**config.mk**
```make
export PLATFORM = sky130hd
export DESIGN_NAME = cmd_frame_assembler
export DESIGN_NICKNAME = d
export VERILOG_FILES = /design/src/rtl/cfa_pkg.sv /design/src/rtl/cfa_rx_handshake.sv /design/src/rtl/cfa_frame_shifter.sv /design/src/rtl/cfa_field_latch.sv /design/src/rtl/cmd_frame_assembler.sv
export SDC_FILE = /design/constraint.sdc
export NUM_CORES = 1
export LEC_CHECK = 0
export CORE_MARGIN = 5
export CORE_UTILIZATION = 35
export CTS_BUF_LIST = sky130_fd_sc_hd__clkbuf_2 sky130_fd_sc_hd__clkbuf_4 sky130_fd_sc_hd__clkbuf_8
export CTS_CLUSTER_DIAMETER = 200
export CTS_CLUSTER_SIZE = 8
export DETAILED_ROUTE_END_ITERATION = 10
export PLACE_DENSITY = 0.54
export SLEW_MARGIN = 20
export SYNTH_ARGS = -nofsm -noshare
export SYNTH_HDL_FRONTEND = slang
export SYNTH_SLANG_ARGS = --single-unit
```
**constraint.sdc**
```tcl
create_clock -name clk -period 2.5 [get_ports clk]
set_input_delay 0.625 -clock clk [delete_from_list [all_inputs] [get_ports clk]]
set_output_delay 0.625 -clock clk [all_outputs]
set_load 0.02 [all_outputs]
```
**src/rtl/cfa_pkg.sv**
```systemverilog
package cfa_pkg;
    localparam int unsigned DEF_BYTE_W      = 8;
    localparam int unsigned DEF_FRAME_BYTES = 3;
    localparam int unsigned DEF_ADDR_LSB    = 8;
    localparam int unsigned DEF_ADDR_W      = 12;
    localparam int unsigned DEF_CHAR_W      = 7;
endpackage

```
**src/rtl/cfa_rx_handshake.sv**
```systemverilog
module cfa_rx_handshake (
    input  logic clk,
    input  logic rst,
    input  logic present,
    output logic take,
    output logic ack
);
    typedef struct packed {
        logic ack;
    } hs_t;

    hs_t hs_d, hs_q;

    always_comb begin
        // a byte may be taken only if no acknowledge went out last cycle
        take      = present & ~hs_q.ack;
        hs_d      = hs_q;
        hs_d.ack  = take;
    end

    always_ff @(posedge clk) begin
        if (rst) hs_q <= '0;
        else     hs_q <= hs_d;
    end

    assign ack = hs_q.ack;
endmodule

```
**src/rtl/cfa_frame_shifter.sv**
```systemverilog
module cfa_frame_shifter #(
    parameter int unsigned BYTE_W      = cfa_pkg::DEF_BYTE_W,
    parameter int unsigned FRAME_BYTES = cfa_pkg::DEF_FRAME_BYTES,
    parameter int unsigned ADDR_LSB    = cfa_pkg::DEF_ADDR_LSB,
    parameter int unsigned ADDR_W      = cfa_pkg::DEF_ADDR_W,
    parameter int unsigned CHAR_W      = cfa_pkg::DEF_CHAR_W
) (
    input  logic              clk,
    input  logic              rst,
    input  logic              take,
    input  logic [BYTE_W-1:0] din,
    output logic [ADDR_W-1:0] addr_field,
    output logic [CHAR_W-1:0] char_field,
    output logic              frame_done
);
    localparam int unsigned SHIFT_W = BYTE_W * FRAME_BYTES;
    localparam int unsigned CNT_W   = (FRAME_BYTES > 1) ? $clog2(FRAME_BYTES) : 1;
    localparam logic [CNT_W-1:0] LAST_IDX = CNT_W'(FRAME_BYTES - 1);

    typedef struct packed {
        logic [SHIFT_W-1:0] sreg;
        logic [CNT_W-1:0]   cnt;
        logic               done;
    } sh_t;

    sh_t sh_d, sh_q;

    always_comb begin
        sh_d      = sh_q;
        sh_d.done = 1'b0;
        if (take) begin
            sh_d.sreg = (sh_q.sreg << BYTE_W) | SHIFT_W'(din);
            if (sh_q.cnt == LAST_IDX) begin
                sh_d.cnt  = '0;
                sh_d.done = 1'b1;
            end else begin
                sh_d.cnt = sh_q.cnt + 1'b1;
            end
        end
    end

    always_ff @(posedge clk) begin
        if (rst) sh_q <= '0;
        else     sh_q <= sh_d;
    end

    assign addr_field = sh_q.sreg[ADDR_LSB +: ADDR_W];
    assign char_field = sh_q.sreg[CHAR_W-1:0];
    assign frame_done = sh_q.done;
endmodule

```
**src/rtl/cfa_field_latch.sv**
```systemverilog
module cfa_field_latch #(
    parameter int unsigned ADDR_W = cfa_pkg::DEF_ADDR_W,
    parameter int unsigned CHAR_W = cfa_pkg::DEF_CHAR_W
) (
    input  logic              clk,
    input  logic              rst,
    input  logic              frame_done,
    input  logic [ADDR_W-1:0] addr_field,
    input  logic [CHAR_W-1:0] char_field,
    output logic [ADDR_W-1:0] addr,
    output logic [CHAR_W-1:0] chr,
    output logic              wen
);
    typedef struct packed {
        logic [ADDR_W-1:0] addr;
        logic [CHAR_W-1:0] chr;
        logic              wen;
    } fl_t;

    fl_t fl_d, fl_q;

    always_comb begin
        fl_d     = fl_q;
        fl_d.wen = frame_done;
        if (frame_done) begin
            fl_d.addr = addr_field;
            fl_d.chr  = char_field;
        end
    end

    always_ff @(posedge clk) begin
        if (rst) fl_q <= '0;
        else     fl_q <= fl_d;
    end

    assign addr = fl_q.addr;
    assign chr  = fl_q.chr;
    assign wen  = fl_q.wen;
endmodule

```
**src/rtl/cmd_frame_assembler.sv**
```systemverilog
module cmd_frame_assembler #(
    parameter int unsigned BYTE_W      = cfa_pkg::DEF_BYTE_W,
    parameter int unsigned FRAME_BYTES = cfa_pkg::DEF_FRAME_BYTES,
    parameter int unsigned ADDR_LSB    = cfa_pkg::DEF_ADDR_LSB,
    parameter int unsigned ADDR_W      = cfa_pkg::DEF_ADDR_W,
    parameter int unsigned CHAR_W      = cfa_pkg::DEF_CHAR_W
) (
    input  logic              clk,
    input  logic              rst,
    input  logic [BYTE_W-1:0] rx_data,
    input  logic              rx_present,
    output logic              rx_ack,
    output logic [ADDR_W-1:0] wr_addr,
    output logic [CHAR_W-1:0] wr_char,
    output logic              wr_en
);
    logic              take;
    logic              frame_done;
    logic [ADDR_W-1:0] addr_field;
    logic [CHAR_W-1:0] char_field;

    cfa_rx_handshake u_hs (
        .clk     (clk),
        .rst     (rst),
        .present (rx_present),
        .take    (take),
        .ack     (rx_ack)
    );

    cfa_frame_shifter #(
        .BYTE_W      (BYTE_W),
        .FRAME_BYTES (FRAME_BYTES),
        .ADDR_LSB    (ADDR_LSB),
        .ADDR_W      (ADDR_W),
        .CHAR_W      (CHAR_W)
    ) u_shift (
        .clk        (clk),
        .rst        (rst),
        .take       (take),
        .din        (rx_data),
        .addr_field (addr_field),
        .char_field (char_field),
        .frame_done (frame_done)
    );

    cfa_field_latch #(
        .ADDR_W (ADDR_W),
        .CHAR_W (CHAR_W)
    ) u_fields (
        .clk        (clk),
        .rst        (rst),
        .frame_done (frame_done),
        .addr_field (addr_field),
        .char_field (char_field),
        .addr       (wr_addr),
        .chr        (wr_char),
        .wen        (wr_en)
    );
endmodule

```
### Word level (Yosys, flattened, before mapping)

Index checks and enable logic that the tools add are counted.

| operators by class | value |
|---|---|
| $add $sub $neg | 1 |
| equal/unequal tests | 1 |
| mux-type cells | 2 |
| bitwise operators | 4 |
| reductions and logical operators | 1 |

Operator list:

| cell | count |
|---|---|
| $or 20x8->20 | 1 |
| $add 2x1->2 const B | 1 |
| $eq 2x2->1 const B | 1 |
| $mux 2 | 1 |
| $not 1->1 | 2 |
| $reduce_or 2->1 | 1 |
| $and 1x1->1 | 1 |
| $mux 1 | 1 |

| word-level totals | value |
|---|---|
| bits in registers | 44 |

### Longest topological paths before layout

| logic depth | value |
|---|---|
| depth after elaboration | 4 |
| gate-level depth with buffers | 5 |

### Modules after synthesis

From an unflattened synthesis, not the netlist that was laid out.

| second synthesis, totals | value |
|---|---|
| cells, all modules | 161 |
| area, all modules | 1692.9 um2 |

By module, submodules not included:

| module | instances | cells each | area an instance (um2) |
|---|---|---|---|
| cfa_frame_shifter | 1 | 95 | 955.9 |
| cfa_field_latch | 1 | 63 | 698.2 |
| cfa_rx_handshake | 1 | 3 | 38.8 |

### Worst setup path before layout

No wires, ideal clock.

| path | value |
|---|---|
| path kind | input to register |
| start point | input port rst |
| end point | register u_fields.fl_q, in the netlist u_fields.addr[0] |
| arrival | 1183 ps |
| data required time | 2372 ps |
| setup slack | 1189 ps |
| stages | 3 |
| buffers on the path | 2 |
| cells stage by stage | clkbuf_1 -> clkbuf_1 -> nor2_1 |

RTL lines:

| element | line | RTL |
|---|---|---|
| start, declared | cmd_frame_assembler.sv:9 | `input logic rst,` |
| end signal, assigned | cfa_field_latch.sv:33 | `else fl_q <= fl_d;` |
| end, declared | cfa_field_latch.sv:20 | `fl_t fl_d, fl_q;` |

No word-level cell between the ends.

### Worst setup path in the final report

| path | value |
|---|---|
| start point | register u_fields.fl_q, in the netlist u_fields.chr[1] |
| end point | output port wr_char[1] |

RTL lines:

| element | line | RTL |
|---|---|---|
| end, declared | cmd_frame_assembler.sv:14 | `output logic [CHAR_W-1:0] wr_char,` |

No word-level cell between the ends.

==> reports/metrics.cfg <==
[synthesis]
synth_cells = 165
synth-xor-area-share = 0
syn-num-nets = 176
syn_area_um2 = 1510
synth_top_family_by_area = simple AND/OR/NAND/NOR gates
avgSynthCellArea_um2 = 9.15
synthAdderAreaFrac = 0
synth-simple-area-share = 0.182
ys_types = 13
synth_warnings = 0
synth_compound_area_frac = 0.0729
muxShareOfSynthArea = 0.126
ys_seq_elements = 44
seq_area_frac_synth = 0.583

[global_routing]
use_met3 = 0.0396
grt_overflow = 0
grt.busiest_layer = met2
grt_pass1_vias = 1202
antenna_found_initial = 0
globalRouteMet2Util = 0.204
grtUsageTotal = 0.122
groute.layer.met1.usage = 0.143
grt_max_degree = 25
grt_pass1_wl_um = 5310

[pwr]
p_clk_frac = 0.341
combPwrFrac = 0.062
seqPwrFrac = 0.597
powerDensity_nw_per_um2 = 624
power_switching_mw = 0.268
p_leak_nw = 0.676
peakVddDrop_uv = 381
p_sw_frac = 0.219
p_int_mw = 0.952

[sta]
setup_slack_ns = 0.630
fmax_mhz = 535
setup_viol = 0
rsz0062_at_grt = false
period_share = 0.748
finalCriticalPeriod_ns = 1.87
tns_ns = 0
worstMarginPinSlew_ns = 0.599
final_hold_viol_count = 0
slew_violations = 0
fin_skew_ns = 0.00566
slew_headroom = 0.600

[worst_setup_path]
crit_path_cell_trace = clkdlybuf4s50_1
setup.worst_path.end_class = output pin
cp_top_family = buffers and inverters
slowest_delay_ns = 0.61
cp_slowest_cell = clkdlybuf4s50_1
cp.required_ns = 1.88
critPathKind = reg2out
cp_max_fo = 2
cp.arrival_ns = 1.24
crit_buf_inv = 1
cp-start-kind = flip-flop

[placed_design]
hpwl_um = 2130
routabilityCongestion = 0.706
dpl_cell_area_um2 = 1870
dp_slack_ns = 0.720
port_buffers = 31

[cells_and_area]
fin_nets = 208
finalInstanceArea_um2 = 1960
syn2layout_area_growth_pct = 29.5
drive_above_1_share = 0.0660
num_antenna_cells = 0
fillers = 412

[clock_network]
cts_tree = yes
postCtsSetupRepairBufs = 0
clock_latency_ns = 0.29
clkTransAtPathRegs_ns = 0.08
cts_made_buffers = 5
postCtsHoldBufs = 0
cts_sinks = 44
post_cts_resized = 0
clk_path_buf_depth = 2
root_buffer = clkbuf_8
htree_levels = 2

[floorplanning]
dieArea_um2 = 5730
num_rows = 23
core_um2 = 4090
die_width_um = 75.7
ios = 32
initial_utilization = 0.370
die_h_um = 75.7

[detailed_routing]
ant_nets = 0
drt-initial-drc-count = 73
wire_per_inst_um = 12.5
drc = 0
via_per_inst = 4.69
drt_wl_total_um = 3090
drt_first_pass_iters = 4
vias = 1159

[outcome]
status = complete, no violations

[worst_hold_path]
worstHoldPathType = reg2reg

[run]
drv_cap = 0

-- layout make-up --
class / instances / area (um^2) / area share
flip-flops and latches: 44 / 881 / 0.450
multi-input cells: 109 / 576 / 0.294
repair buffers: 37 / 355 / 0.182
clock buffers: 6 / 76.3 / 0.0390
well taps: 50 / 62.6 / 0.0320
clock inverters: 1 / 5.00 / 0.00256
-- path summary, 6_finish.rpt --
path,start,to,slack (ns),depth (start not counted)
worst max register to register,u_shift.frame_done,u_fields.addr[1],1.09,3
worst max-delay path,u_fields.chr[1],wr_char[1],0.63,1
worst min-delay path,u_shift.sh_q[10],u_shift.addr_field[7],0.46,2
worst min register to register,u_shift.sh_q[10],u_shift.addr_field[7],0.46,2
-- metal layers --
layer,share of wire,up-vias
li1,-,596
met1,0.46,532
met3,0.053,6
met2,0.47,25
met5,0,-
met4,0.018,0
-- state kept, by name, summed over array words and instances (netlist names) --
name	count
u_shift.char_field	7
u_fields.chr	7
u_fields.addr	12
u_shift.sh_q	3
u_fields.wen	1
u_hs.ack	1
u_shift.addr_field	12
u_shift.frame_done	1
-- cell families (layout without fill, tap and decap cells) --
| group | Yosys count | in the layout |
|---|---|---|
| AOI/OAI and AO/OA | 22 | 22 |
| buffers and inverters | 12 | 44 |
| DFF | 44 | 44 |
| muxes | 19 | 19 |
| and+or+nand+nor | 68 | 68 |
-- power groups by stage --
stage | combinational, mW | sequential, mW | clock [mW]
floorplan | 0.0443 | 0.742 | 0
global placement | 0.0754 | 0.744 | 0
detailed placement | 0.0767 | 0.744 | 0
CTS | 0.0773 | 0.728 | 0.434
global route | 0.0861 | 0.730 | 0.465
finish | 0.0761 | 0.728 | 0.416
-- placed cells by master (no fill, tap or decap), drive strengths merged --
master / netlist / routed
nand2b: 1 / 1
nand2: 42 / 42
nor2: 20 / 20
nor4b: 1 / 1
clkdlybuf4s50: 0 / 31
nand3b: 1 / 1
or3: 1 / 1
a21oi: 22 / 22
mux2i: 19 / 19
clkinv: 0 / 1
dfxtp: 44 / 44
and2b: 1 / 1
nor2b: 1 / 1
clkbuf: 5 / 6
buf: 7 / 6
-- synth_stat cells --
cell | number | area, um^2
dfxtp_1 | 44 | 881
nand2_1 | 42 | 158
a21oi_1 | 22 | 110
nor2_1 | 20 | 75.1
mux2i_1 | 19 | 190
buf_2 | 7 | 35.0
clkbuf_1 | 5 | 18.8
and2b_1 | 1 | 7.51
nand2b_1 | 1 | 6.26
nand3b_1 | 1 | 7.51
nor2b_1 | 1 | 6.26
nor4b_1 | 1 | 8.76
or3_1 | 1 | 6.26
-- stage by stage --
| step | util | total power, mW | instances | hold WS [ns] |
|---|---|---|---|---|
| 6_report | 0.479 | 1.22 | 247 | 0.456 |
| 2_1_floorplan | - | 0.786 | 165 | 0.432 |
| 4_1_cts | 0.479 | 1.24 | 247 | 0.459 |
| 5_1_grt | 0.479 | 1.28 | 247 | 0.476 |
| 3_5_place_dp | 0.459 | 0.821 | 240 | 0.449 |
| 3_3_place_gp | 0.459 | 0.819 | 240 | 0.444 |
No activity file was read; power rests on OpenSTA's default activity.
